### src/rtl/dsc_pkg.sv
package dsc_pkg;
    localparam int WORD_W  = 32;
    localparam int N_WORDS = 16;
    localparam int CH_W    = 3;

    localparam logic [7:0] MARKER = 8'hA5;

    // Error bit bases (result bit = base + channel)
    localparam int EB_FETCH  = 1;
    localparam int EB_MARKER = 7;
    localparam int EB_SUM    = 13;
    localparam int EB_DONE   = 25;

    localparam int DONE_WORD = 5;
    localparam int DONE_BIT  = 31;

    // Control word fields
    localparam int CF_IRQ    = 8;
    localparam int CF_WB     = 9;
    localparam int CF_IGNORE = 10;
    localparam int CF_LAST   = 19;
    localparam int CF_SUMEN  = 20;
    localparam int CF_LOF    = 21;

    // Status word layout
    localparam int N_MAP         = 8;
    localparam int MAP_CTRL [N_MAP] = '{11, 18, 20, 19, 21, 10, 9, 8};
    localparam int MAP_STAT [N_MAP] = '{4, 5, 6, 7, 8, 9, 11, 12};
    localparam int ST_DONE       = 10;
    localparam int ST_MARK_LSB   = 13;
endpackage

### src/rtl/dsc_word_ctr.sv
module dsc_word_ctr #(
    parameter int N_WORDS = dsc_pkg::N_WORDS,
    localparam int IDX_W  = $clog2(N_WORDS)
) (
    input  logic             clk,
    input  logic             rst_n,
    input  logic             clr,
    input  logic             adv,
    output logic [IDX_W-1:0] idx,
    output logic             is_first,
    output logic             is_last
);
    localparam logic [IDX_W-1:0] LAST_IDX = IDX_W'(N_WORDS - 1);

    logic [IDX_W-1:0] idx_d, idx_q;

    always_comb begin
        idx_d = idx_q;
        if (clr)
            idx_d = '0;
        else if (adv)
            idx_d = (idx_q == LAST_IDX) ? '0 : idx_q + 1'b1;
    end

    always_ff @(posedge clk or negedge rst_n) begin
        if (!rst_n) idx_q <= '0;
        else        idx_q <= idx_d;
    end

    assign idx      = idx_q;
    assign is_first = (idx_q == '0);
    assign is_last  = (idx_q == LAST_IDX);


    idle_hold_chk: assert property (@(posedge clk) disable iff (!rst_n)
        (!adv && !clr) |=> $stable(idx));
endmodule

### config.mk
export PLATFORM = sky130hd
export DESIGN_NAME = dsc_word_ctr
export DESIGN_NICKNAME = d
export VERILOG_FILES = /design/src/rtl/dsc_pkg.sv /design/src/rtl/dsc_word_ctr.sv
export SDC_FILE = /design/constraint.sdc
export NUM_CORES = 1
export LEC_CHECK = 0
export BUFFER_PORTS_ARGS = -buffer_cell sky130_fd_sc_hd__buf_2
export CORE_AREA = 10 10 47 49
export CTS_BUF_LIST = sky130_fd_sc_hd__clkbuf_16
export CTS_CLUSTER_DIAMETER = 50
export DETAILED_ROUTE_END_ITERATION = 16
export DIE_AREA = 0 0 57 59
export GPL_TIMING_DRIVEN = 0
export PLACE_DENSITY_LB_ADDON = 0.15
export SLEW_MARGIN = 20
export SYNTH_ARGS = -nofsm -noshare
export SYNTH_HDL_FRONTEND = slang
export SYNTH_SLANG_ARGS = --single-unit
### constraint.sdc
create_clock -name clk -period 1.7 [get_ports clk]
set_clock_uncertainty 0.2 [all_clocks]
set_input_delay 0.085 -clock clk [delete_from_list [all_inputs] [get_ports clk]]
set_output_delay 0.085 -clock clk [all_outputs]
set_load 0.01 [all_outputs]
==> impl_metrics.py, run 1 <==
metrics = {
    "outcome": {
        "run_status": "finished, violations left",
        "violations_in_the_final_reports": "hold timing",
    },
    "worst_setup_path": {
        "required_ns": 1.64,
        "critPathArrivalTime_ns": 1.52,
        "critical_path.endpoint_type": "flip-flop",
        "crit_fanout": 6,
        "timing.setup.critical_path_class": "flip-flop to flip-flop",
        "crit_path_start_kind": "flip-flop",
    },
    "clock_network": {
        "root_buffer": "sky130_fd_sc_hd__clkbuf_16",
        "cts.htree.levels": 1,
        "cts_resized": 0,
        "clk_transition_reported_paths_ns": 0.03,
        "clk_latency_ns": 0.22,
        "clockBufferDepth": 2,
        "inserted_clock_buffers": 3,
        "cts.sink_count": 4,
        "cts_tree": "yes",
    },
    "synthesis": {
        "synth_adder_area_share": 0.112,
        "synth_compound_gate_area_share": 0.0894,
        "synth_edf_count": 0,
        "syn_area_sq_um": 224,
        "synthTopCellsByCount": "sky130_fd_sc_hd__dfrtp_1, sky130_fd_sc_hd__a21oi_1, sky130_fd_sc_hd__ha_1, sky130_fd_sc_hd__nand2_1, sky130_fd_sc_hd__nor2_1",
        "synth_top_cells_by_area": "sky130_fd_sc_hd__dfrtp_1, sky130_fd_sc_hd__ha_1, sky130_fd_sc_hd__a21oi_1, sky130_fd_sc_hd__mux2i_1, sky130_fd_sc_hd__or3b_1",
        "synth.yosys.warnings": 0,
        "synth_area_leader_cell": "sky130_fd_sc_hd__dfrtp_1",
        "seq_area_frac_synth": 0.447,
        "post_synth_and_or_nand_nor_area_fraction": 0.235,
        "synth.distinct_cells": 15,
        "synth_xor_area_frac": 0.0391,
        "synthFlopType": "sky130_fd_sc_hd__dfrtp_1",
        "number_of_instances_in_the_synthesized_netlist": 23,
        "synth_top_area_share": 0.447,
        "async_reset_ff_frac": 1.00,
        "synth.ff_latch_count": 4,
        "most_instantiated_library_cell_after_synthesis": "sky130_fd_sc_hd__dfrtp_1",
        "post_synth_mux_area_share": 0.0447,
        "synth_nets": 29,
        "syn-mean-instance-area_sq_um": 9.74,
        "synth_top_family_by_area": "simple AND/OR/NAND/NOR gates",
    },
    "grt": {
        "grt-ovfl-total": 0,
        "global_route_wire_length_before_repair_um": 986,
        "antenna_found_initial": 0,
        "first_global_vias": 225,
        "globalRouteTotalUtil": 0.0398,
        "grt_start_max_net_pins": 7,
    },
    "sta": {
        "grt_setup_unrepaired": "false",
        "max_freq_mhz": 633,
        "period_share": 0.929,
        "hold-worst-slack_ns": -0.00558,
        "finalSetupTns_ns": 0,
        "worst_slew_margin_rel": 0.879,
        "worst_pin_slew_ns": 0.182,
        "hold_violations": 2,
        "report.final.slew_viol_count": 0,
        "report.final.setup_viol": 0,
        "fin_crit_ns": 1.58,
    },
    "detailed_routing": {
        "via_count_of_the_routed_design": 209,
        "post_drt_wl_per_cell_um": 11.1,
        "iteration_count_of_the_initial_detailed_routing_pass": 2,
        "remaining_design_rule_violation_count": 0,
        "viasPerCell": 3.87,
        "detailedRoute.firstIterationViolations": 6,
        "ant_nets": 0,
        "wirelength_um": 600,
    },
    "job": {
        "cap_viol_max_count": 0,
    },
    "layout": {
        "drive_above_1_share": 0.342,
        "syn_to_final_growth_pct": 76.0,
        "largest_register_ff_count": 4,
        "final_nets": 46,
        "antennaDiodeCount": 0,
    },
    "floorplanning": {
        "dieArea_sq_um": 3360,
        "die_wd_um": 57,
        "initial_utilization": 0.160,
        "core_area_sq_um": 1400,
        "placementRows": 14,
        "io_pins": 10,
        "dieHeight_um": 59,
    },
    "power_and_ir_drop": {
        "p_leak_nw": 0.199,
        "p_total_w": 0.000504,
        "p_per_area_nw_per_um2": 1280,
        "ir_worst_vdd_v": 0.000644,
    },
    "place": {
        "place.port_buffers": 9,
        "place_congestion": 0.727,
        "dp_hpwl_um": 465,
    },
    "min_path": {
        "worstHoldPathType": "input port to flip-flop",
    },
}
## cell type report
class                   instances  area, sq um
fillers                       162         1010
multi-input cells              17          116
flip-flops and latches          4          100
clock buffers                   3         75.1
repair buffers                 12         75.1
well taps                      16         20.0
inverters                       2         7.51
## layer usage
layer  global-route usage  up-vias  part of all wire  wire length [um]
met3               0.0129        0             0.013                 8
met5                    0        -                 0                 0
met4               0.0503        0                 0                 0
met1               0.0416       95              0.52               313
li1                     -      109                 -                 -
met2               0.0558        5              0.46               278
## cell usage in the layout, fill, tap and decap left out
cell type,instances
sky130_fd_sc_hd__dlygate4sd3_1,3
sky130_fd_sc_hd__dfrtp_1,4
sky130_fd_sc_hd__a21oi_1,3
sky130_fd_sc_hd__mux2i_1,1
sky130_fd_sc_hd__nor3b_1,1
sky130_fd_sc_hd__nand2_1,2
sky130_fd_sc_hd__or2b_1,1
sky130_fd_sc_hd__inv_1,1
sky130_fd_sc_hd__or4_1,1
sky130_fd_sc_hd__ha_1,2
sky130_fd_sc_hd__inv_2,1
sky130_fd_sc_hd__nor2_1,2
sky130_fd_sc_hd__buf_2,9
sky130_fd_sc_hd__clkbuf_16,3
sky130_fd_sc_hd__or3b_1,1
sky130_fd_sc_hd__and3_1,1
sky130_fd_sc_hd__o21ai_1,1
sky130_fd_sc_hd__xor2_1,1
## path summary, 6_finish.rpt
kind / from / end / slack [ns] / cells past startpoint
max: idx[0] / idx[0] / 0.12 / 4
min: adv / idx[1] / -0.006 / 3
max reg2reg: idx[0] / idx[0] / 0.12 / 4
min reg2reg: idx[1] / idx[1] / 0.42 / 2
max in group asynchronous: rst_n / idx[2] / 0.59 / 3
min in group asynchronous: rst_n / idx[1] / 0.55 / 3
## report_power, final
group,switching (W),internal [W]
registers,0.00000526,0.0000996
logic,0.0000186,0.0000203
clock network,0.0000602,0.000300
total,0.0000841,0.000420
## kinds of logic after synthesis
group,count (synthesis)
buf+inv,2
mux,1
simple gates,9
fa+ha+maj,2
flops,4
xor+xnor,1
compound gates,4
## stage by stage
| stage | std cells | setup WS (ns) | hold slack, ns | area [sq um] | util |
|---|---|---|---|---|---|
| after global routing | 54 | 0.0403 | 0.0218 | 394 | 0.281 |
| after floorplan | 23 | 0.112 | -0.411 | 224 | - |
| after global placement | 48 | 0.107 | -0.307 | 289 | 0.206 |
| after CTS | 54 | 0.104 | 0.000170 | 394 | 0.281 |
| final | 54 | 0.120 | -0.00558 | 394 | 0.281 |
| after detailed placement | 48 | 0.122 | -0.307 | 289 | 0.206 |
## critical path: stages (launching register included)
cell and delay, ns:
sky130_fd_sc_hd__dfrtp_1 0.42, sky130_fd_sc_hd__ha_1 0.24, sky130_fd_sc_hd__and3_1 0.16, sky130_fd_sc_hd__or3b_1 0.35
sky130_fd_sc_hd__a21oi_1 0.13
## repair_timing
item,CTS,global route
hold endpoints to repair,8,0
buffers inserted,0,0
hold buffers,3,0
Power figures use the tool's default switching activity.
==> run 2, diff against run 1 <==
Settings changed: ABC_AREA set to 1.
==> run 2 against run 1 <==
  * First-iteration DRC count down 83%
  * Fmax up 9.4%
  * Largest cell class unchanged
  * The run now ends clean
  * Total power up 2.2%
  * Worst hold slack better by 0.40 ns
  * Non-clock buffer count up 1
==> impl_metrics.py, run 2 <==
metrics = {
    "sta": {
        "grt_setup_unrepaired": "false",
        "report.final.slew_viol_count": 0,
        "hold_violations": 0,
        "report.final.setup_viol": 0,
        "fin_crit_ns": 1.44,
        "max_freq_mhz": 693,
        "worst_slew_margin_rel": 0.840,
        "period_share": 0.849,
        "worst_pin_slew_ns": 0.240,
        "finalSetupTns_ns": 0,
    },
    "detailed_routing": {
        "remaining_design_rule_violation_count": 0,
        "via_count_of_the_routed_design": 274,
        "viasPerCell": 4.22,
        "ant_nets": 0,
        "post_drt_wl_per_cell_um": 10.6,
        "iteration_count_of_the_initial_detailed_routing_pass": 2,
        "wirelength_um": 686,
        "detailedRoute.firstIterationViolations": 1,
    },
    "clock_network": {
        "inserted_clock_buffers": 3,
        "root_buffer": "sky130_fd_sc_hd__clkbuf_16",
        "cts.sink_count": 4,
        "cts.htree.levels": 1,
        "clockBufferDepth": 2,
        "clk_transition_reported_paths_ns": 0.03,
        "postCtsSetupRepairBufs": 0,
        "clk_latency_ns": 0.22,
        "cts_tree": "yes",
    },
    "worst_setup_path": {
        "critPathArrivalTime_ns": 1.16,
        "setup.worst_path.start": "idx[0]",
        "crit_fanout": 7,
        "reg2reg_to": "idx[1]",
        "worstRegToRegCells": 3,
        "timing.setup.critical_path_class": "flip-flop to output pin",
        "critical_path.endpoint_type": "output pin",
        "r2r_start": "idx[0]",
        "timing.reg2reg.setup_slack_ns": 0.38,
        "required_ns": 1.41,
        "crit_end": "is_first",
        "crit_path_start_kind": "flip-flop",
    },
    "synthesis": {
        "synth.distinct_cells": 14,
        "synth.ff_latch_count": 4,
        "synthFlopType": "sky130_fd_sc_hd__dfrtp_1",
        "synth_nets": 39,
        "post_synth_mux_area_share": 0,
        "synth_top_family_by_area": "simple AND/OR/NAND/NOR gates",
        "synth_top_cells_by_area": "sky130_fd_sc_hd__dfrtp_1, sky130_fd_sc_hd__nand2_1, sky130_fd_sc_hd__ha_1, sky130_fd_sc_hd__inv_1, sky130_fd_sc_hd__nor3b_2",
        "number_of_instances_in_the_synthesized_netlist": 33,
        "post_synth_and_or_nand_nor_area_fraction": 0.362,
        "async_reset_ff_frac": 1.00,
        "synth.yosys.warnings": 0,
        "synth_area_leader_cell": "sky130_fd_sc_hd__dfrtp_1",
        "seq_area_frac_synth": 0.386,
        "most_instantiated_library_cell_after_synthesis": "sky130_fd_sc_hd__nand2_1",
        "synth_adder_area_share": 0.0966,
        "synth_xor_area_frac": 0,
        "syn-mean-instance-area_sq_um": 7.85,
        "synth_edf_count": 0,
        "synth_top_area_share": 0.386,
        "synthTopCellsByCount": "sky130_fd_sc_hd__nand2_1, sky130_fd_sc_hd__inv_1, sky130_fd_sc_hd__dfrtp_1, sky130_fd_sc_hd__nor2_1, sky130_fd_sc_hd__ha_1",
        "syn_area_sq_um": 259,
        "synth_compound_gate_area_share": 0.0531,
    },
    "floorplanning": {
        "core_area_sq_um": 1400,
        "die_wd_um": 57,
        "placementRows": 14,
        "initial_utilization": 0.185,
        "dieHeight_um": 59,
        "io_pins": 10,
        "dieArea_sq_um": 3360,
    },
    "layout": {
        "final_nets": 57,
        "largest_register_ff_count": 4,
        "most_frequent_cells_in_the_layout": "sky130_fd_sc_hd__nand2_1, sky130_fd_sc_hd__buf_2, sky130_fd_sc_hd__inv_1",
        "syn_to_final_growth_pct": 69.6,
        "antennaDiodeCount": 0,
        "drive_above_1_share": 0.327,
        "finish.utilization": 0.313,
        "leading_cell_type_in_the_layout_fill_and_taps_excluded": "sky130_fd_sc_hd__nand2_1",
    },
    "power_and_ir_drop": {
        "ir_worst_vdd_v": 0.000775,
        "clock_power_share": 0.707,
        "power_switching_w": 0.0000928,
        "power.sequential.fraction": 0.208,
        "cellInternalPower_w": 0.000422,
        "p_per_area_nw_per_um2": 1170,
        "p_leak_nw": 0.237,
        "switching_share": 0.180,
        "pwr-share-comb": 0.085,
    },
    "place": {
        "dp_hpwl_um": 514,
        "place_congestion": 0.622,
        "place.port_buffers": 9,
    },
    "grt": {
        "grt-ovfl-total": 0,
        "global_route_wire_length_before_repair_um": 1170,
        "first_global_vias": 286,
        "grt_start_max_net_pins": 8,
        "antenna_found_initial": 0,
        "globalRouteTotalUtil": 0.0451,
    },
    "job": {
        "cap_viol_max_count": 0,
    },
    "outcome": {
        "run_status": "complete, no violations",
    },
    "min_path": {
        "worstHoldPathType": "flip-flop to flip-flop",
    },
}
## run 2: layout make-up
type	instances	area, sq um
Tap cell	16	20.0
Multi-Input combinational cell	22	133
Timing Repair Buffer	13	85.1
Clock buffer	3	75.1
Fill cell	158	962
Sequential cell	4	100
Inverter	7	26.3
## run 2: stage by stage
stage / instance area, sq um / power, W / hold WS, ns / worst slack, ns / std cells
3_3_place_gp: 324 / 0.000146 / -0.307 / 0.374 / 58
6_report: 439 / 0.000515 / 0.396 / 0.257 / 65
3_5_place_dp: 324 / 0.000146 / -0.306 / 0.380 / 58
5_1_grt: 439 / 0.000536 / 0.456 / 0.169 / 65
4_1_cts: 439 / 0.000524 / 0.408 / 0.235 / 65
2_1_floorplan: 259 / 0.000126 / -0.411 / 0.406 / 33
## run 2: worst max-delay path: stages (launching register included)
cell and delay [ns]:
sky130_fd_sc_hd__dfrtp_1 0.44, sky130_fd_sc_hd__inv_1 0.07, sky130_fd_sc_hd__ha_1 0.19, sky130_fd_sc_hd__nand2_1 0.06, sky130_fd_sc_hd__nor2_1 0.03, sky130_fd_sc_hd__buf_2 0.14
## run 2: metal layers
metal / up-vias / wire length, um / track usage
met5: - / 0 / 0
met4: 0 / 8 / 0.0403
met3: 2 / 58 / 0.0258
met2: 9 / 304 / 0.0620
met1: 128 / 315 / 0.0480
li1: 135 / - / -
## run 2: worst min-delay path by stage
| stage | startpoint | endpoint | depth (start not counted) | slack [ns] |
|---|---|---|---|---|
| 2_1_floorplan | rst_n | idx[0] | 0 | -0.41 |
| 3_3_place_gp | rst_n | idx[2] | 1 | -0.31 |
| 3_5_place_dp | rst_n | idx[2] | 1 | -0.31 |
| 4_1_cts | idx[0] | idx[0] | 1 | 0.41 |
| 5_1_grt | idx[0] | idx[0] | 1 | 0.46 |
| 6_report | idx[0] | idx[0] | 1 | 0.40 |
## run 2: power by group through the flow
stage	sequential [W]	clock [W]	combinational, W
after floorplan	0.000109	0	0.0000178
after global placement	0.000109	0	0.0000371
after detailed placement	0.000108	0	0.0000375
after CTS	0.000107	0.000372	0.0000448
after global routing	0.000109	0.000377	0.0000495
final	0.000107	0.000364	0.0000436
## run 2: cell families after synthesis
family                     count (synthesis)
and+or+nand+nor                           18
AOI/OAI and AO/OA                          2
DFF                                        4
adders and majority gates                  2
buffers and inverters                      7
## run 2: repair_timing
item	CTS	global route
gates resized for setup	0	0
hold endpoints to repair	7	0
hold buffers	4	0
==> run 3, diff against run 2 <==
Clock period 1.7 ns to 1.4 ns, I/O delays scaled along.
==> run 3 against run 2 <==
  * Clock-buffer cell count unchanged
  * Wire length increased by 2.0%
  * First-iteration DRC count grew to 3.0 times the previous value
  * Via count is 4.4% higher
  * Design area increased by 5.4%
  * Non-clock buffer count grew 3
  * Sequential power grew 20%
  * Flip-flop and latch count is the same
  * Critical path type unchanged
  * Largest cell class unchanged
==> impl_metrics.py, run 3 (synthesis gave the netlist of run 2 again) <==
metrics = {
    "power_and_ir_drop": {
        "p_per_area_nw_per_um2": 1370,
        "p_total_w": 0.000636,
        "p_leak_nw": 0.252,
        "ir_worst_vdd_v": 0.000931,
    },
    "sta": {
        "fin_crit_ns": 1.38,
        "max_freq_mhz": 727,
        "period_share": 0.983,
        "hold-worst-slack_ns": 0.391,
        "grt_setup_unrepaired": "true",
        "report.final.slew_viol_count": 0,
        "hold_violations": 0,
        "worst_slew_margin_rel": 0.839,
        "report.final.setup_viol": 0,
        "finalSetupTns_ns": 0,
        "worst_pin_slew_ns": 0.242,
    },
    "detailed_routing": {
        "post_drt_wl_per_cell_um": 10.3,
        "remaining_design_rule_violation_count": 0,
        "wirelength_um": 700,
        "ant_nets": 0,
        "iteration_count_of_the_initial_detailed_routing_pass": 2,
        "via_count_of_the_routed_design": 286,
        "detailedRoute.firstIterationViolations": 3,
        "viasPerCell": 4.21,
    },
    "clock_network": {
        "clk_transition_reported_paths_ns": 0.03,
        "clockBufferDepth": 2,
        "cts_tree": "yes",
        "cts.sink_count": 4,
        "root_buffer": "sky130_fd_sc_hd__clkbuf_16",
        "clk_latency_ns": 0.22,
        "cts.htree.levels": 1,
        "inserted_clock_buffers": 3,
    },
    "grt": {
        "antenna_found_initial": 0,
        "global_route_wire_length_before_repair_um": 1220,
        "first_global_vias": 302,
        "globalRouteTotalUtil": 0.0469,
        "grt_start_max_net_pins": 8,
        "grt-ovfl-total": 0,
    },
    "worst_setup_path": {
        "crit_fanout": 4,
        "worstRegToRegCells": 5,
        "critPathArrivalTime_ns": 1.11,
        "critical_path.endpoint_type": "output pin",
        "required_ns": 1.13,
        "critical-path-top-delay-family": "flip-flops",
        "r2r_start": "idx[0]",
        "crit_path_cell_trace": "ha_1 > nand3_2 > inv_1 > buf_2",
        "biggest_cell_delay_along_the_critical_path_ns": 0.42,
        "reg2reg_to": "idx[2]",
        "timing.setup.critical_path_class": "flip-flop to output pin",
        "path_buf_inv": 2,
        "crit_path_top_delay_cell": "sky130_fd_sc_hd__dfrtp_2",
        "crit_path_start_kind": "flip-flop",
        "timing.reg2reg.setup_slack_ns": 0.13,
    },
    "floorplanning": {
        "dieHeight_um": 59,
        "initial_utilization": 0.185,
        "die_wd_um": 57,
        "dieArea_sq_um": 3360,
        "placementRows": 14,
        "core_area_sq_um": 1400,
        "io_pins": 10,
    },
    "layout": {
        "fillerInstances": 158,
        "most_frequent_cells_in_the_layout": "sky130_fd_sc_hd__nand2_1, sky130_fd_sc_hd__buf_2, sky130_fd_sc_hd__inv_1",
        "syn_to_final_growth_pct": 78.7,
        "leading_cell_type_in_the_layout_fill_and_taps_excluded": "sky130_fd_sc_hd__nand2_1",
        "final_nets": 60,
        "storage_element_area_sq_um": 101,
        "multiInputGateArea_sq_um": 133,
        "drive_above_1_share": 0.385,
        "largest_register_ff_count": 4,
        "layout.cells.non_filler": 68,
        "antennaDiodeCount": 0,
    },
    "place": {
        "place_inst": 58,
        "dp_hpwl_um": 514,
        "place.port_buffers": 9,
        "place_congestion": 0.622,
    },
    "job": {
        "cap_viol_max_count": 0,
    },
    "min_path": {
        "worstHoldPathType": "flip-flop to flip-flop",
        "hold_path_end": "idx[1]",
        "timing.hold.worst.start": "idx[1]",
        "holdPathStages": 1,
    },
    "outcome": {
        "run_status": "complete, no violations",
    },
}
==> run 3: cell count changes in the layout (fill, tap and decap cells not counted) <==
cell | previous run | this run
sky130_fd_sc_hd__buf_4 | 0 | 3
sky130_fd_sc_hd__dfrtp_1 | 4 | 3
sky130_fd_sc_hd__dfrtp_2 | 0 | 1
==> run 3: final cells by class <==
| cell class | instances | share of cell area |
|---|---|---|
| clock buffers | 3 | 0.162 |
| inverters | 7 | 0.0568 |
| multi-input cells | 22 | 0.286 |
| flip-flops and latches | 4 | 0.219 |
| well taps | 16 | 0.0432 |
| repair buffers | 16 | 0.232 |
==> run 3: through the flow <==
| stage | instance area (sq um) | setup WS, ns | utilization |
|---|---|---|---|
| 2_1_floorplan | 259 | 0.106 | - |
| 3_3_place_gp | 324 | 0.0736 | 0.231 |
| 3_5_place_dp | 324 | 0.0797 | 0.231 |
| 4_1_cts | 455 | 0.00313 | 0.325 |
| 5_1_grt | 463 | -0.0223 | 0.330 |
| 6_report | 463 | 0.0238 | 0.330 |
==> run 3: per-layer routing <==
| metal | vias up | GRT usage | wire (um) | part of all wire |
|---|---|---|---|---|
| li1 | 140 | - | - | - |
| met2 | 9 | 0.0667 | 324 | 0.46 |
| met4 | 0 | 0.0403 | 8 | 0.011 |
| met1 | 135 | 0.0493 | 308 | 0.44 |
| met5 | - | 0 | 0 | 0 |
| met3 | 2 | 0.0258 | 58 | 0.083 |
==> run 3: power breakdown <==
part	internal, W	total [W]	switching [W]
clock network	0.000365	0.000442	0.0000772
registers	0.000122	0.000128	0.00000656
logic	0.0000345	0.0000654	0.0000309
==> run 3: how the worst max path moves through the flow <==
stage | start | to | depth (start not counted)
after floorplan | idx[0] | idx[1] | 3
after global placement | idx[0] | idx[1] | 3
after detailed placement | idx[0] | idx[1] | 3
after CTS | idx[0] | is_last | 4
after global routing | idx[0] | is_first | 5
final | idx[0] | is_last | 4
==> run 3: what timing repair did <==
action                     CTS  global route
setup endpoints to repair    2             2
hold endpoints to repair     7             0
gates resized for setup      1             0
hold buffers                 4             0
buffers inserted             2             1
